--- src/rtl/evq_pkg.sv ---
package evq_pkg;
  localparam int UMASK_W    = 8;
  localparam int THR_W      = 8;
  localparam int GRP_W      = 2;
  localparam int LKP_STATES = 4;
  localparam int SNP_STATES = 5;

  typedef enum logic [1:0] {
    CLS_LOOKUP = 2'd0,
    CLS_SNOOP  = 2'd1,
    CLS_OCCUP  = 2'd2,
    CLS_REQ    = 2'd3
  } evq_class_e;

  typedef struct packed {
    logic             enable;
    logic             invert;
    logic             edge_mode;
    logic [THR_W-1:0] thresh;
    evq_class_e       cls;
    logic [GRP_W-1:0] grp;
    logic [UMASK_W-1:0] umask;
  } evq_cfg_t;

  localparam int CFG_W = $bits(evq_cfg_t);

  localparam logic [1:0] ADDR_CFG  = 2'd0;
  localparam logic [1:0] ADDR_CNT  = 2'd1;
  localparam logic [1:0] ADDR_STAT = 2'd2;
endpackage

--- src/rtl/evq_mask_check.sv ---
module evq_mask_check
  import evq_pkg::*;
(
  input  evq_class_e         cls,
  input  logic [UMASK_W-1:0] umask,
  output logic [UMASK_W-1:0] state_mask,
  output logic               mask_ok
);
  localparam logic [UMASK_W-1:0] LKP_MASK = UMASK_W'((1 << LKP_STATES) - 1);
  localparam logic [UMASK_W-1:0] SNP_MASK = UMASK_W'((1 << SNP_STATES) - 1);

  logic line_class;

  always_comb begin
    line_class = 1'b1;
    unique case (cls)
      CLS_LOOKUP: state_mask = LKP_MASK;
      CLS_SNOOP:  state_mask = SNP_MASK;
      default: begin
        state_mask = '0;
        line_class = 1'b0;
      end
    endcase
    // both groups must carry at least one selected bit
    mask_ok = line_class ? ((|(umask & state_mask)) && (|(umask & ~state_mask))) : 1'b1;
  end
endmodule

--- src/rtl/evq_event_tally.sv ---
module evq_event_tally #(
  parameter int LINE_W = 8,
  parameter int OUT_W  = $clog2(LINE_W + 1)
) (
  input  logic [LINE_W-1:0] lines,
  input  logic [LINE_W-1:0] umask,
  input  logic [LINE_W-1:0] state_mask,
  output logic [OUT_W-1:0]  tally
);
  logic [LINE_W-1:0] hit_state;
  logic              hit_filter;
  logic [OUT_W-1:0]  pop;

  always_comb begin
    hit_state  = lines & umask & state_mask;
    hit_filter = |(lines & umask & ~state_mask);
    pop = '0;
    for (int i = 0; i < LINE_W; i++) begin
      pop = pop + OUT_W'(hit_state[i]);
    end
    tally = hit_filter ? pop : '0;
  end
endmodule

--- src/rtl/evq_qualifier.sv ---
module evq_qualifier #(
  parameter int RAW_W = 6,
  parameter int THR_W = 8
) (
  input  logic             clk,
  input  logic             rst_n,
  input  logic [RAW_W-1:0] raw,
  input  logic [THR_W-1:0] thresh,
  input  logic             invert,
  input  logic             edge_mode,
  input  logic             active,
  input  logic             hist_clr,
  output logic [RAW_W-1:0] inc
);
  localparam int MW = (RAW_W > THR_W) ? RAW_W : THR_W;

  logic [MW-1:0] raw_x;
  logic [MW-1:0] thr_x;
  logic          thr_zero;
  logic          at_or_above;
  logic          cond;
  logic          hist_q;

  always_comb begin
    raw_x       = MW'(raw);
    thr_x       = MW'(thresh);
    thr_zero    = (thresh == '0);
    at_or_above = (raw_x >= thr_x);
    if (thr_zero) cond = active && (raw != '0);
    else          cond = active && (invert ? !at_or_above : at_or_above);

    if (!active)        inc = '0;
    else if (edge_mode) inc = (cond && !hist_q) ? RAW_W'(1) : '0;
    else if (thr_zero)  inc = raw;
    else                inc = cond ? RAW_W'(1) : '0;
  end

  always_ff @(posedge clk or negedge rst_n) begin
    if (!rst_n)        hist_q <= 1'b0;
    else if (hist_clr) hist_q <= 1'b0;
    else               hist_q <= cond;
  end
endmodule

--- src/rtl/evt_qual_counter.sv ---
module evt_qual_counter
  import evq_pkg::*;
#(
  parameter int NUM_GRP = 4,
  parameter int TRK_W   = 6,
  parameter int CNT_W   = 48
) (
  input  logic                       clk,
  input  logic                       rst_n,
  input  logic [NUM_GRP*UMASK_W-1:0] evt_lines,
  input  logic [TRK_W-1:0]           trk_occ,
  input  logic [TRK_W-1:0]           trk_alloc,
  input  logic                       reg_we,
  input  logic [1:0]                 reg_addr,
  input  logic [CNT_W-1:0]           reg_wdata,
  output logic [CNT_W-1:0]           reg_rdata,
  output logic                       cfg_error
);
  localparam int TALLY_W = $clog2(UMASK_W + 1);
  localparam int RAW_W   = (TRK_W > TALLY_W) ? TRK_W : TALLY_W;

  evq_cfg_t           cfg_q;
  logic [CNT_W-1:0]   cnt_q;
  logic               err_q;

  logic               wr_cfg, wr_cnt, wr_stat;
  logic [UMASK_W-1:0] grp_lines [NUM_GRP];
  logic [UMASK_W-1:0] sel_lines;
  logic [UMASK_W-1:0] state_mask;
  logic               mask_ok;
  logic [TALLY_W-1:0] tally;
  logic [RAW_W-1:0]   raw;
  logic [RAW_W-1:0]   inc_amt;
  logic               active;

  assign wr_cfg  = reg_we && (reg_addr == ADDR_CFG);
  assign wr_cnt  = reg_we && (reg_addr == ADDR_CNT);
  assign wr_stat = reg_we && (reg_addr == ADDR_STAT);

  for (genvar g = 0; g < NUM_GRP; g++) begin : g_grp
    assign grp_lines[g] = evt_lines[g*UMASK_W +: UMASK_W];
  end

  always_comb begin
    sel_lines = '0;
    for (int g = 0; g < NUM_GRP; g++) begin
      if (GRP_W'(g) == cfg_q.grp) sel_lines = grp_lines[g];
    end
  end

  evq_mask_check u_mask (
    .cls       (cfg_q.cls),
    .umask     (cfg_q.umask),
    .state_mask(state_mask),
    .mask_ok   (mask_ok)
  );

  evq_event_tally #(.LINE_W(UMASK_W), .OUT_W(TALLY_W)) u_tally (
    .lines     (sel_lines),
    .umask     (cfg_q.umask),
    .state_mask(state_mask),
    .tally     (tally)
  );

  always_comb begin
    unique case (cfg_q.cls)
      CLS_OCCUP: raw = RAW_W'(trk_occ);
      CLS_REQ:   raw = RAW_W'(trk_alloc);
      default:   raw = RAW_W'(tally);
    endcase
  end

  assign active = cfg_q.enable && mask_ok;

  evq_qualifier #(.RAW_W(RAW_W), .THR_W(THR_W)) u_qual (
    .clk      (clk),
    .rst_n    (rst_n),
    .raw      (raw),
    .thresh   (cfg_q.thresh),
    .invert   (cfg_q.invert),
    .edge_mode(cfg_q.edge_mode),
    .active   (active),
    .hist_clr (wr_cfg),
    .inc      (inc_amt)
  );

  always_ff @(posedge clk or negedge rst_n) begin
    if (!rst_n) begin
      cfg_q <= '0;
      cnt_q <= '0;
      err_q <= 1'b0;
    end else begin
      if (wr_cfg) cfg_q <= evq_cfg_t'(reg_wdata[CFG_W-1:0]);

      if (wr_cnt)       cnt_q <= reg_wdata;
      else if (!wr_cfg) cnt_q <= cnt_q + CNT_W'(inc_amt);

      if (wr_stat && reg_wdata[0])         err_q <= 1'b0;
      else if (cfg_q.enable && !mask_ok)   err_q <= 1'b1;
    end
  end

  always_comb begin
    unique case (reg_addr)
      ADDR_CFG:  reg_rdata = CNT_W'(cfg_q);
      ADDR_CNT:  reg_rdata = cnt_q;
      ADDR_STAT: reg_rdata = CNT_W'(err_q);
      default:   reg_rdata = '0;
    endcase
  end

  assign cfg_error = err_q;
endmodule

--- config.mk ---
export PLATFORM = sky130hd
export DESIGN_NAME = evt_qual_counter
export DESIGN_NICKNAME = d
export VERILOG_FILES = /design/src/rtl/evq_pkg.sv /design/src/rtl/evq_mask_check.sv /design/src/rtl/evq_event_tally.sv /design/src/rtl/evq_qualifier.sv /design/src/rtl/evt_qual_counter.sv
export SDC_FILE = /design/constraint.sdc
export NUM_CORES = 1
export LEC_CHECK = 0
export CAP_MARGIN = 20
export CORE_MARGIN = 5
export CORE_UTILIZATION = 50
export CTS_CLUSTER_DIAMETER = 30
export DETAILED_ROUTE_END_ITERATION = 8
export DONT_BUFFER_PORTS = 1
export MAX_ROUTING_LAYER = met4
export PLACE_DENSITY = 0.7
export SETUP_SLACK_MARGIN = 0.3
export SLEW_MARGIN = 20
export SYNTH_ARGS = -nofsm -noshare
export SYNTH_HDL_FRONTEND = slang
export SYNTH_SLANG_ARGS = --single-unit
export TNS_END_PERCENT = 20
--- constraint.sdc ---
create_clock -name clk -period 12.39 [get_ports clk]
set_clock_uncertainty 0.1 [all_clocks]
set_input_delay 1.8585 -clock clk [delete_from_list [all_inputs] [get_ports clk]]
set_output_delay 1.8585 -clock clk [all_outputs]
set_load 0.05 [all_outputs]
# [After elaboration in Yosys (flattened, before gate mapping)]
# Cells that the tools add are included.
[totals] register_bits=73 out_inout_bits=49 wordCells=79 inputBits=97
[op_classes] magnitude_cmp=1 bitwise_logic=6 n_eq_ne=9 muxes=22 n_reduce_logical=23 n_addsub=8
[ops] op="one-hot mux 48 bit (3 select lines)" count=1
[ops] op="two-way mux 48 bit" count=2
[ops] op="adder 48 x 6 -> 48 bit" count=1
[ops] op="two-way mux 8 bit" count=4
[ops] op="adder 4 x 1 -> 4 bit" count=6
[ops] op="AND 8 bit" count=3
[ops] op="OR reduction 8 bit" count=3
[ops] op="two-way mux 6 bit" count=3
[ops] op="AND 8 x 5 -> 8 bit" count=2
[ops] op="one-hot mux 6 bit (2 select lines)" count=1
[ops] op="logical AND 1 bit" count=10
[ops] op="one-hot mux 5 bit (2 select lines)" count=1
[ops] op="two-way mux 1 bit" count=9
[ops] op="greater-or-equal comparator 6 x 8 -> 1 bit" count=1
[ops] op="zero test 8 bit" count=1
[ops] op="NOT 5 -> 8 bit" count=1
[ops] op="== test 2 bit, second input constant" count=3
[ops] op="zero test 2 bit" count=3
[ops] op="nonzero test 6 bit" count=1
[ops] op="== test 2 x 1 -> 1 bit, second input constant" count=2
[ops] op="== test 2 bit, first input constant" count=2
[ops] op="two-way mux 4 bit" count=1
[ops] op="zero test 1 bit" count=3
[ops] op="adder 1 x 1 -> 2 bit" count=1
[ops] op="4 further kinds" count=4

# [Logic depth before layout (Yosys ltp)]
# Gate-level depths: netlist of run 1.
[logic_depth] depth_word=28 ltp_mapped=29 depth_no_buf=26

# [By module]
# Synthesis of run 1 repeated with hierarchy kept, for this count alone.
[hier_totals] cells_unflattened=693 hier_area_um2=5680.4
[by_module_without_submodules] module="evt_qual_counter" instances=1 seq_area_each_um2=1801.7 area_per_inst_um2=4987.3 cells_per_inst=600
[by_module_without_submodules] module="evq_qualifier" instances=1 seq_area_each_um2=25.0 area_per_inst_um2=312.8 cells_per_inst=42
[by_module_without_submodules] module="evq_event_tally" instances=1 seq_area_each_um2=0.0 area_per_inst_um2=291.5 cells_per_inst=36
[by_module_without_submodules] module="evq_mask_check" instances=1 seq_area_each_um2=0.0 area_per_inst_um2=88.8 cells_per_inst=15

# [Least setup slack after synthesis of run 1]
# OpenSTA, ideal clock, no wires.
[synth_path] path_type="input to register" startpoint="input port evt_lines[8]" endpoint="register cnt_q[20]" slack_ns=5.357 arrival_time_ns=6.796 path_buffers=1 t_required_ns=12.154 path_stages=26 setup_ns=0.136 cell_sequence="mux2_2 -> o2111a_1 -> ha_1 -> inv_1 -> fa_1 -> inv_1 -> ha_1 -> fa_1 -> nand2_1 -> o21ai_0 -> ha_1 -> a21o_1 -> a31oi_1 -> o32ai_1 -> xnor2_1 -> a21o_1 -> nor3_1 -> ha_1 -> fa_1 -> a211oi_1 -> o21bai_1 -> a21o_1 -> clkbuf_1 -> and3_1 -> a311oi_1 -> a211oi_1"
[synth_between] elab_chain_len=26 word_cells_on_any_way=32 classes_between="add/sub (8); order compare (1); mux (14); bitwise (3); reduce/logical (6)"
[synth_rtl] item="start, declared" line="evt_qual_counter.sv:10" source="input logic [NUM_GRP*UMASK_W-1:0] evt_lines,"
[synth_rtl] item="two-way mux 8 bit * (3 in a row)" line="evt_qual_counter.sv:47" source="if (GRP_W'(g) == cfg_q.grp) sel_lines = grp_lines[g];"
[synth_rtl] item="AND 8 bit *" line="evq_event_tally.sv:15, evq_event_tally.sv:16"
[synth_rtl] item="AND 8 x 5 -> 8 bit" line="evq_event_tally.sv:15" source="hit_state = lines & umask & state_mask;"
[synth_rtl] item="adder 1 x 1 -> 2 bit" line="evq_event_tally.sv:19" source="pop = pop + OUT_W'(hit_state[i]);"
[synth_rtl] item="adder 4 x 1 -> 4 bit (6 in a row)" line="evq_event_tally.sv:19"
[synth_rtl] item="two-way mux 4 bit *" line="evq_event_tally.sv:21" source="tally = hit_filter ? pop : '0;"
[synth_rtl] item="one-hot mux 6 bit (2 select lines) *" line="evt_qual_counter.sv:66" source="unique case (cfg_q.cls)"
[synth_rtl] item="greater-or-equal comparator 6 x 8 -> 1 bit" line="evq_qualifier.sv:28" source="at_or_above = (raw_x >= thr_x);"
[synth_rtl] item="[3 not listed]"
[synth_rtl] item="two-way mux 1 bit" line="evq_qualifier.sv:29" source="if (thr_zero) cond = active && (raw != '0);"
[synth_rtl] item="two-way mux 1 bit / logical AND 1 bit (equally long branches)" line="evq_qualifier.sv:35, evq_qualifier.sv:33"
[synth_rtl] item="two-way mux 6 bit / two-way mux 1 bit (equally long branches)" line="evq_qualifier.sv:34, evq_qualifier.sv:33"
[synth_rtl] item="two-way mux 6 bit *" line="evq_qualifier.sv:33" source="else if (edge_mode) inc = (cond && !hist_q) ? RAW_W'(1) : '0;"
[synth_rtl] item="two-way mux 6 bit *" line="evq_qualifier.sv:32" source="if (!active) inc = '0;"
[synth_rtl] item="adder 48 x 6 -> 48 bit *" line="evt_qual_counter.sv:96" source="else if (!wr_cfg) cnt_q <= cnt_q + CNT_W'(inc_amt);"
[synth_rtl] item="two-way mux 48 bit *" line="evt_qual_counter.sv:96"
[synth_rtl] item="two-way mux 48 bit *" line="evt_qual_counter.sv:95" source="if (wr_cnt) cnt_q <= reg_wdata;"
[synth_rtl] item="end signal, assigned" line="evt_qual_counter.sv:95"
[synth_rtl] item="end signal, assigned" line="evt_qual_counter.sv:96"
[synth_rtl] item="end, declared" line="evt_qual_counter.sv:23" source="logic [CNT_W-1:0] cnt_q;"
# Every way passes the cells marked *; elsewhere a longest branch is shown, timed or not. The select of a mux whose other input is x is not followed.
# A chain may end at the register's enable or synchronous reset.

# [Worst setup path after layout of run 1]
[layout_path] startpoint="input port evt_lines[9]" endpoint="register cnt_q[30]"
# Same word-level chain as after synthesis.

==> results.yml, run 1 <==
run_status:
  status: "finished clean"
logic_synthesis:
  synthArstFlopShare: 1.00
  synthFlopType: "dfrtp_1"
  synth_fa_ha_area_frac: 0.0439
  synthCells: 643
  syn-num-nets: 757
  synth-xor-area-share: 0.0114
  ys_ff_latch: 73
  synth_top_family_by_area: "simple AND/OR/NAND/NOR gates"
  synthSimpleGateAreaFrac: 0.260
  post_synth.cell_area_avg_um2: 8.34
  synth-warning-count: 0
  synth-edff-count: 0
  ys_types: 61
  ys_seq_area_frac: 0.341
  synth_mux_area_frac: 0.0908
  synth_area_mm2: 0.00536
  synth-compound-area-share: 0.208
cts:
  cts.sinks: 73
  cts_resized: 0
  hold_buffers: 0
  clock_path_buffers: 2
  cts_tree: "built"
  htreeDepth: 3
  cts_buffers: 9
  cts-root-buf: "clkbuf_8"
  cts_setup_buffers: 0
  insertion_delay_ps: 340
  path_clk_slew_ps: 80
layout:
  seq_area_mm2: 0.00183
  n_fill_cell: 989
  area_growth_syn_to_layout_pct: 4.81
  post_layout_nonfiller_instances: 757
  fin_util: 0.542
  num-nets-final: 732
  multi_input_area_mm2: 0.00330
  postLayoutCellArea_mm2: 0.00562
  diodes: 0
  drive_above_1_share: 0.0644
critical_path:
  cp-end-kind: "flip-flop"
  slowest_delay_ps: 550
  r2r_slack_ps: 5540
  reg2regPathDepth: 25
  cp.depth: 25
  critPathTopFamily: "compound AO/OA/AOI/OAI gates"
  crit_type: "primary input to flip-flop"
  rr_startpoint: "cfg_q[8]"
  crit_top_cell: "ha_1"
  r2r_end: "cnt_q[30]"
  crit_fanout: 7
  crit_required_ps: 12460
  crit_buf_inv: 2
  crit_start: "evt_lines[9]"
  crit_path_end: "cnt_q[30]"
  critPathLaunchType: "primary input"
  crit_path_top_delay_cell: "fa_1"
  critical_path_arrival_ps: 7500
run:
  maxCapViolations: 0
power_and_ir_drop:
  power_density_mw_per_mm2: 151
  power.total_uw: 851
  p_leak_nw: 2.35
  vdd_drop_max_mv: 0.0865
placement:
  io_buffers: 0
  dp_slack_ps: 4630
  placed_cells: 743
  gp_congestion: 0.959
  place_hpwl_um: 12200
  placed_area_mm2: 0.00539
detailed_routing:
  drtIter0Drc: 529
  drc_errors: 0
  drt_wl_total_um: 16700
  vias_per_cell: 6.58
  vias: 4981
  drtAntennaViolNets: 0
  drt_first_pass_iters: 6
  wl_per_cell_um: 22.0
floorplan:
  ios: 146
  coreArea_mm2: 0.0104
  die-area_mm2: 0.0129
  start_util: 0.517
  die_h_um: 114
  row_count: 37
  die_w_um: 114
global_route:
  busiest_layer: "met2"
  grt_max_degree: 74
  grt_use_met1: 0.324
  grt_pass1_vias: 5139
  antenna_found_initial: 0
  met3_usage: 0.0684
  grt_pass1_wl_um: 26700
  track_usage: 0.264
  grt_use_met2: 0.418
  gr-total-overflow: 0
sta:
  grt_setup_unrepaired: "no"
  relSlewSlack: 0.365
  timing.final.ws_setup_ps: 4960
  hold_viol: 0
  report.final.setup_viol: 0
  period_share: 0.600
  post-route-min-period_ps: 7430
  fmax_ghz: 0.135
  whs_ps: 441
  finalMaxSlewViolations: 0
  tightest_slew_ps: 947
  tns_ps: 0
hold_path:
  hold_path.class: "flip-flop to flip-flop"
-- area by class of cell --
type	instances	area share
tap	136	0.0303
multi-input combinational	515	0.587
clock buffer	9	0.0220
inverter	13	0.00868
sequential	73	0.325
timing repair buffer	6	0.00802
clock inverter	5	0.0189
-- cell usage after synthesis (12+ instances only) --
library cell  count  area [µm²]
a22oi_1          12        90.1
mux2i_1          34         340
nand2_1         101         379
nand4_1          14        87.6
o21ai_0          27         135
ha_1             14         175
clkbuf_1         31         116
nand3_1          19        95.1
nor2_1           56         210
inv_1            13        48.8
dfrtp_1          73        1830
and2_1           29         181
a211oi_1         16         120
a21oi_1          28         140
nor3_1           19        95.1
-- tightest hold or removal path, delay by kind of cell (launching register included) --
kind             cells  cell delay, ps
DFF                  1             390
and+or+nand+nor      2             120
-- how the worst min path moves through the flow --
stage	cells past startpoint	start	slack, ps	end
floorplan	2	cnt_q[2]	380	cnt_q[2]
global placement	2	cfg_q[1]	420	cfg_q[1]
detailed placement	2	cfg_q[1]	430	cfg_q[1]
CTS	2	cfg_q[1]	450	cfg_q[1]
global route	1	cnt_q[46]	460	cnt_q[46]
finish	2	cfg_q[1]	440	cfg_q[1]
-- registers in the layout (all words and copies together) (netlist names) --
signal and flops:
cnt_q 48, u_qual.hist_q 1, cfg_error 1, cfg_q 23
-- layout by cell type (no fill, tap or decap), types with 2 or more instances in the layout --
master	instances
a211oi_1	16
a21o_1	8
a21oi_1	28
a22oi_1	12
a311oi_1	6
a31oi_1	5
and2_1	29
and3_1	9
and4_1	7
buf_4	6
bufinv_16	3
clkbuf_8	9
dfrtp_1	73
fa_1	3
ha_1	14
inv_1	13
mux2_2	5
mux2i_1	34
mux4_2	4
nand2_1	101
nand2b_1	5
nand3_1	19
nand4_1	14
nor2_1	55
nor2b_1	7
nor3_1	19
nor4_1	6
o2111a_1	3
o211ai_1	10
o21a_1	6
o21ai_0	26
o21bai_1	2
o221a_2	2
o22a_1	3
o22ai_1	11
o311ai_0	11
or3_1	5
or4_1	3
xnor2_1	4
xor2_1	3
-- cell families (layout without fill, tap and decap cells) --
| group | count (synthesis) | after routing |
|---|---|---|
| XOR/XNOR | 7 | 7 |
| multiplexers | 43 | 43 |
| buffers and inverters | 55 | 33 |
| flip-flops | 73 | 73 |
| adder cells (fa/ha/maj) | 17 | 17 |
| AO/OA/AOI/OAI | 161 | 161 |
| AND/OR/NAND/NOR | 287 | 287 |
-- metal layers --
metal | part of all wire | wire, µm
met5 | 0 | 0
met1 | 0.41 | 6820
met2 | 0.48 | 7940
met3 | 0.083 | 1390
met4 | 0.032 | 538
-- power breakdown --
part | internal, mW | switching (mW)
Combinational | 0.0958 | 0.162
Sequential | 0.286 | 0.0833
Clock | 0.132 | 0.0914
Total | 0.514 | 0.337
Note: power is estimated with default switching activity, not from simulation.
==> run 2, diff against run 1 <==
==> constraint.sdc (replaced) <==
create_clock -name clk -period 7.52 [get_ports clk]
set_clock_uncertainty 0.1 [all_clocks]
set_input_delay 1.128 -clock clk [delete_from_list [all_inputs] [get_ports clk]]
set_output_delay 1.128 -clock clk [all_outputs]
set_load 0.05 [all_outputs]
==> results.yml, run 2 (same netlist as run 1, synthesis figures left out) <==
cts:
  clock_path_buffers: 2
  path_clk_slew_ps: 90
  cts_buffers: 9
  cts.sinks: 73
  cts_resized: 0
  hold_buffers: 0
  cts_setup_buffers: 0
  cts_tree: "built"
  insertion_delay_ps: 370
  cts-root-buf: "clkbuf_8"
  htreeDepth: 3
critical_path:
  reg2regPathDepth: 25
  critical_path_arrival_ps: 6770
  rr_startpoint: "cfg_q[8]"
  crit_buf_inv: 2
  crit_type: "primary input to flip-flop"
  crit_path_top_delay_cell: "a21oi_1"
  r2r_slack_ps: 950
  critPathTopFamily: "compound AO/OA/AOI/OAI gates"
  crit_fanout: 7
  slowest_delay_ps: 590
  critPathLaunchType: "primary input"
  crit_top_cell: "ha_1"
  crit_required_ps: 7610
  cp-end-kind: "flip-flop"
  r2r_end: "cnt_q[30]"
detailed_routing:
  top_layer_used: "met4"
  drtAntennaViolNets: 0
  drt_first_pass_iters: 5
  wl_met3_um: 1350
  wl_met2_um: 8080
  drt-met1-wl_um: 7080
  drt_wl_total_um: 16800
  vias: 4992
  vias_per_cell: 6.56
  wl_per_cell_um: 22.1
  drtIter0Drc: 409
  drc_errors: 0
floorplan:
  die_h_um: 114
  start_util: 0.517
  coreArea_mm2: 0.0104
  die-area_mm2: 0.0129
  row_count: 37
  die_w_um: 114
  ios: 146
power_and_ir_drop:
  p_int_uw: 835
  p_leak_nw: 2.36
  p_comb_frac: 0.307
  power_density_mw_per_mm2: 249
  p_sw_frac: 0.404
  power.total_mw: 1.40
  vdd_drop_max_mv: 0.131
  p_switching_uw: 566
  p_clk_frac: 0.262
  seq_power_share: 0.431
sta:
  grt_setup_unrepaired: "no"
  tns_ps: 0
  report.final.setup_viol: 0
  fmax_ghz: 0.150
  post-route-min-period_ps: 6680
  period_share: 0.888
  hold_viol: 0
  whs_ps: 350
  tightest_slew_ps: 949
  finalMaxSlewViolations: 0
  relSlewSlack: 0.363
global_route:
  grt_pass1_wl_um: 26300
  grt_max_degree: 74
  gr-total-overflow: 0
  grt_pass1_vias: 4896
  track_usage: 0.264
  antenna_found_initial: 0
layout:
  diodes: 0
  area_growth_syn_to_layout_pct: 5.06
  final_common_cell: "nand2_1"
  n_fill_cell: 1001
  largest_register_ffs: 48
  final_cell_mix: "nand2_1, dfrtp_1, nor2_1, mux2i_1, and2_1"
  top_register: "cnt_q"
  num-nets-final: 734
  drive_above_1_share: 0.0704
  biggestRegsByFlops: "cnt_q x48, cfg_q x23"
run_status:
  status: "finished clean"
run:
  maxCapViolations: 0
placement:
  place_hpwl_um: 12200
  gp_congestion: 0.956
  io_buffers: 0
hold_path:
  hold_path.class: "primary input to asynchronous set/reset pin"
## run 2: cell types whose count changed in the layout (fill, tap and decap cells not counted)
cell       before  now
clkinv_2        0    2
bufinv_16       3    2
clkbuf_8        9   11
buf_4           6    8
clkinv_4        1    0
## run 2: power by group through the flow
stage	clock network, mW	registers [mW]	logic [mW]
CTS	0.371	0.601	0.429
detailed placement	0	0.609	0.426
global route	0.389	0.620	0.470
floorplan	0	0.557	0.387
global placement	0	0.605	0.415
finish	0.367	0.604	0.430
## run 2: metal layers
layer,GRT usage,vias up
li1,-,2324
met1,0.334,2414
met2,0.419,229
met3,0.0584,25
met4,0.0905,0
met5,-,-
## run 2: final cells by class
type,instances,area [µm²],share of cell area
Sequential cell,73,1830,0.324
Tap cell,136,170,0.0302
Multi-Input combinational cell,515,3300,0.586
Clock buffer,11,151,0.0269
Inverter,13,48.8,0.00866
Clock inverter,5,77.6,0.0138
Timing Repair Buffer,8,60.1,0.0107
## run 2: metrics by stage
| step | std cells | worst slack (ps) | cell area [µm²] | utilization |
|---|---|---|---|---|
| floorplan | 643 | 1220 | 5360 | - |
| global placement | 745 | 748 | 5400 | 0.521 |
| detailed placement | 745 | 517 | 5400 | 0.521 |
| CTS | 761 | 856 | 5630 | 0.543 |
| global route | 761 | 507 | 5630 | 0.543 |
| finish | 761 | 840 | 5630 | 0.543 |
## run 2: worst max path at each step
stage	start	end	slack, ps	cells after the start
floorplan	evt_lines[8]	cnt_q[20]	1220	26
finish	evt_lines[9]	cnt_q[30]	840	25
CTS	evt_lines[9]	cnt_q[30]	860	25
detailed placement	evt_lines[9]	cnt_q[30]	520	25
global route	evt_lines[9]	cnt_q[30]	510	25
global placement	evt_lines[8]	cnt_q[44]	750	20
==> run 3, diff against run 2 <==
--- a/config.mk
+++ b/config.mk
@@ -12,7 +12,7 @@
 export DETAILED_ROUTE_END_ITERATION = 8
 export DONT_BUFFER_PORTS = 1
 export MAX_ROUTING_LAYER = met4
-export PLACE_DENSITY = 0.7
+export PLACE_DENSITY_LB_ADDON = 0.1
 export SETUP_SLACK_MARGIN = 0.3
 export SLEW_MARGIN = 20
 export SYNTH_ARGS = -nofsm -noshare
==> constraint.sdc (replaced) <==
create_clock -name clk -period 6.5 [get_ports clk]
set_clock_uncertainty 0.1 [all_clocks]
set_input_delay 0.975 -clock clk [delete_from_list [all_inputs] [get_ports clk]]
set_output_delay 0.975 -clock clk [all_outputs]
set_load 0.05 [all_outputs]
==> results.yml, run 3 (same netlist as run 1, synthesis figures left out) <==
placement:
  gp_congestion: 0.938
  placed_cells: 756
  place_hpwl_um: 12200
  io_buffers: 0
detailed_routing:
  vias_per_cell: 6.52
  wl_met2_um: 7860
  wl_met3_um: 1420
  drc_errors: 0
  drtIter0Drc: 350
  drtAntennaViolNets: 0
  drt_first_pass_iters: 5
  drt_wl_total_um: 16900
  top_layer_used: "met4"
  vias: 5037
  drt-met1-wl_um: 7350
  wl_per_cell_um: 21.8
global_route:
  gr-total-overflow: 0
  track_usage: 0.264
  grt_pass1_wl_um: 26500
  antenna_found_initial: 0
  grt_pass1_vias: 4994
  grt_max_degree: 74
sta:
  grt_setup_unrepaired: "no"
  relSlewSlack: 0.343
  post-route-min-period_ps: 5940
  fmax_ghz: 0.168
  tightest_slew_ps: 986
  whs_ps: 200
  finalMaxSlewViolations: 0
  report.final.setup_viol: 0
  period_share: 0.914
  hold_viol: 0
cts:
  clock_path_buffers: 2
  insertion_delay_ps: 360
  cts_tree: "built"
  cts_buffers: 9
  path_clk_slew_ps: 80
  cts-root-buf: "clkbuf_8"
  cts.sinks: 73
  htreeDepth: 3
layout:
  n_fill_cell: 1009
  diodes: 0
  biggestRegsByFlops: "cnt_q x48, cfg_q x23"
  num-nets-final: 747
  final_common_cell: "nand2_1"
  area_growth_syn_to_layout_pct: 7.51
  top_register: "cnt_q"
  drive_above_1_share: 0.108
  largest_register_ffs: 48
  final_cell_mix: "nand2_1, dfrtp_1, nor2_1, mux2i_1, and2_1"
  post_layout_nonfiller_instances: 773
critical_path:
  crit_required_ps: 6630
  cp-end-kind: "flip-flop"
  crit_type: "primary input to flip-flop"
  critical_path_arrival_ps: 6070
  critPathLaunchType: "primary input"
  slowest_delay_ps: 530
  crit_fanout: 6
  critPathTopFamily: "adder cells"
  crit_buf_inv: 2
  crit_top_cell: "ha_1"
  crit_path_top_delay_cell: "fa_1"
floorplan:
  die_w_um: 114
  coreArea_mm2: 0.0104
  die-area_mm2: 0.0129
  row_count: 37
  ios: 146
  die_h_um: 114
  start_util: 0.517
run:
  maxCapViolations: 0
hold_path:
  hold_path.class: "primary input to asynchronous set/reset pin"
run_status:
  status: "finished clean"
power_and_ir_drop:
  p_leak_nw: 2.42
  power_density_mw_per_mm2: 275
  vdd_drop_max_mv: 0.131
-- run 3: changes by cell type in the layout (fill, tap and decap cells not counted), sizes merged --
| cell | before | now |
|---|---|---|
| buf | 8 | 21 |
| clkbuf | 11 | 13 |
| clkinv | 2 | 0 |
| bufinv | 2 | 1 |
-- run 3: stage by stage --
stage | total power, mW | worst slack (ps) | cell area [µm²] | utilization | TNS (ps)
2_1_floorplan | 1.09 | 351 | 5360 | - | 0
6_report | 1.58 | 561 | 5760 | 0.556 | 0
4_1_cts | 1.58 | 313 | 5690 | 0.549 | 0
3_3_place_gp | 1.18 | 151 | 5490 | 0.529 | 0
3_5_place_dp | 1.20 | -131 | 5490 | 0.529 | -148
5_1_grt | 1.68 | 303 | 5760 | 0.556 | 0
-- run 3: final timing paths --
kind                              start   endpoint  slack (ps)  cells after the start
min reg2reg                    cfg_q[3]   cfg_q[3]         440                      2
max                        evt_lines[9]  cnt_q[20]         560                     25
min                               rst_n   cnt_q[5]         200                      0
max reg2reg                    cfg_q[8]  cnt_q[20]         620                     25
min in group clk               cfg_q[3]   cfg_q[3]         440                      2
max in group asynchronous         rst_n  cfg_q[11]        5980                      0
-- run 3: where the power goes --
part           switching [mW]  leakage, nW  internal [mW]
clock network           0.177       0.0957          0.197
logic                   0.323         1.47          0.190
registers               0.150        0.862          0.546
total                   0.650         2.42          0.933
-- run 3: per-layer routing --
layer	vias to the layer above	track usage
met3	22	0.0573
met2	208	0.406
met4	0	0.0793
met1	2456	0.351
li1	2351	-
met5	-	-
-- run 3: what timing repair did --
item / 4_1_cts / 5_1_grt
resized for setup: 2 / 18
hold buffers: 0 / 0
endpoints found under the setup margin: 1 / 27
buffers inserted: 0 / 2
pin swaps: 0 / 6
-- run 3: final cells by class --
cell class              count  area (µm²)  area share
clock buffers              13         159      0.0276
inverters                  13        48.8     0.00847
repair buffers             21         158      0.0273
clock inverters             2        37.5     0.00651
flip-flops and latches     73        1830       0.317
well taps                 136         170      0.0295
multi-input cells         515        3360       0.583
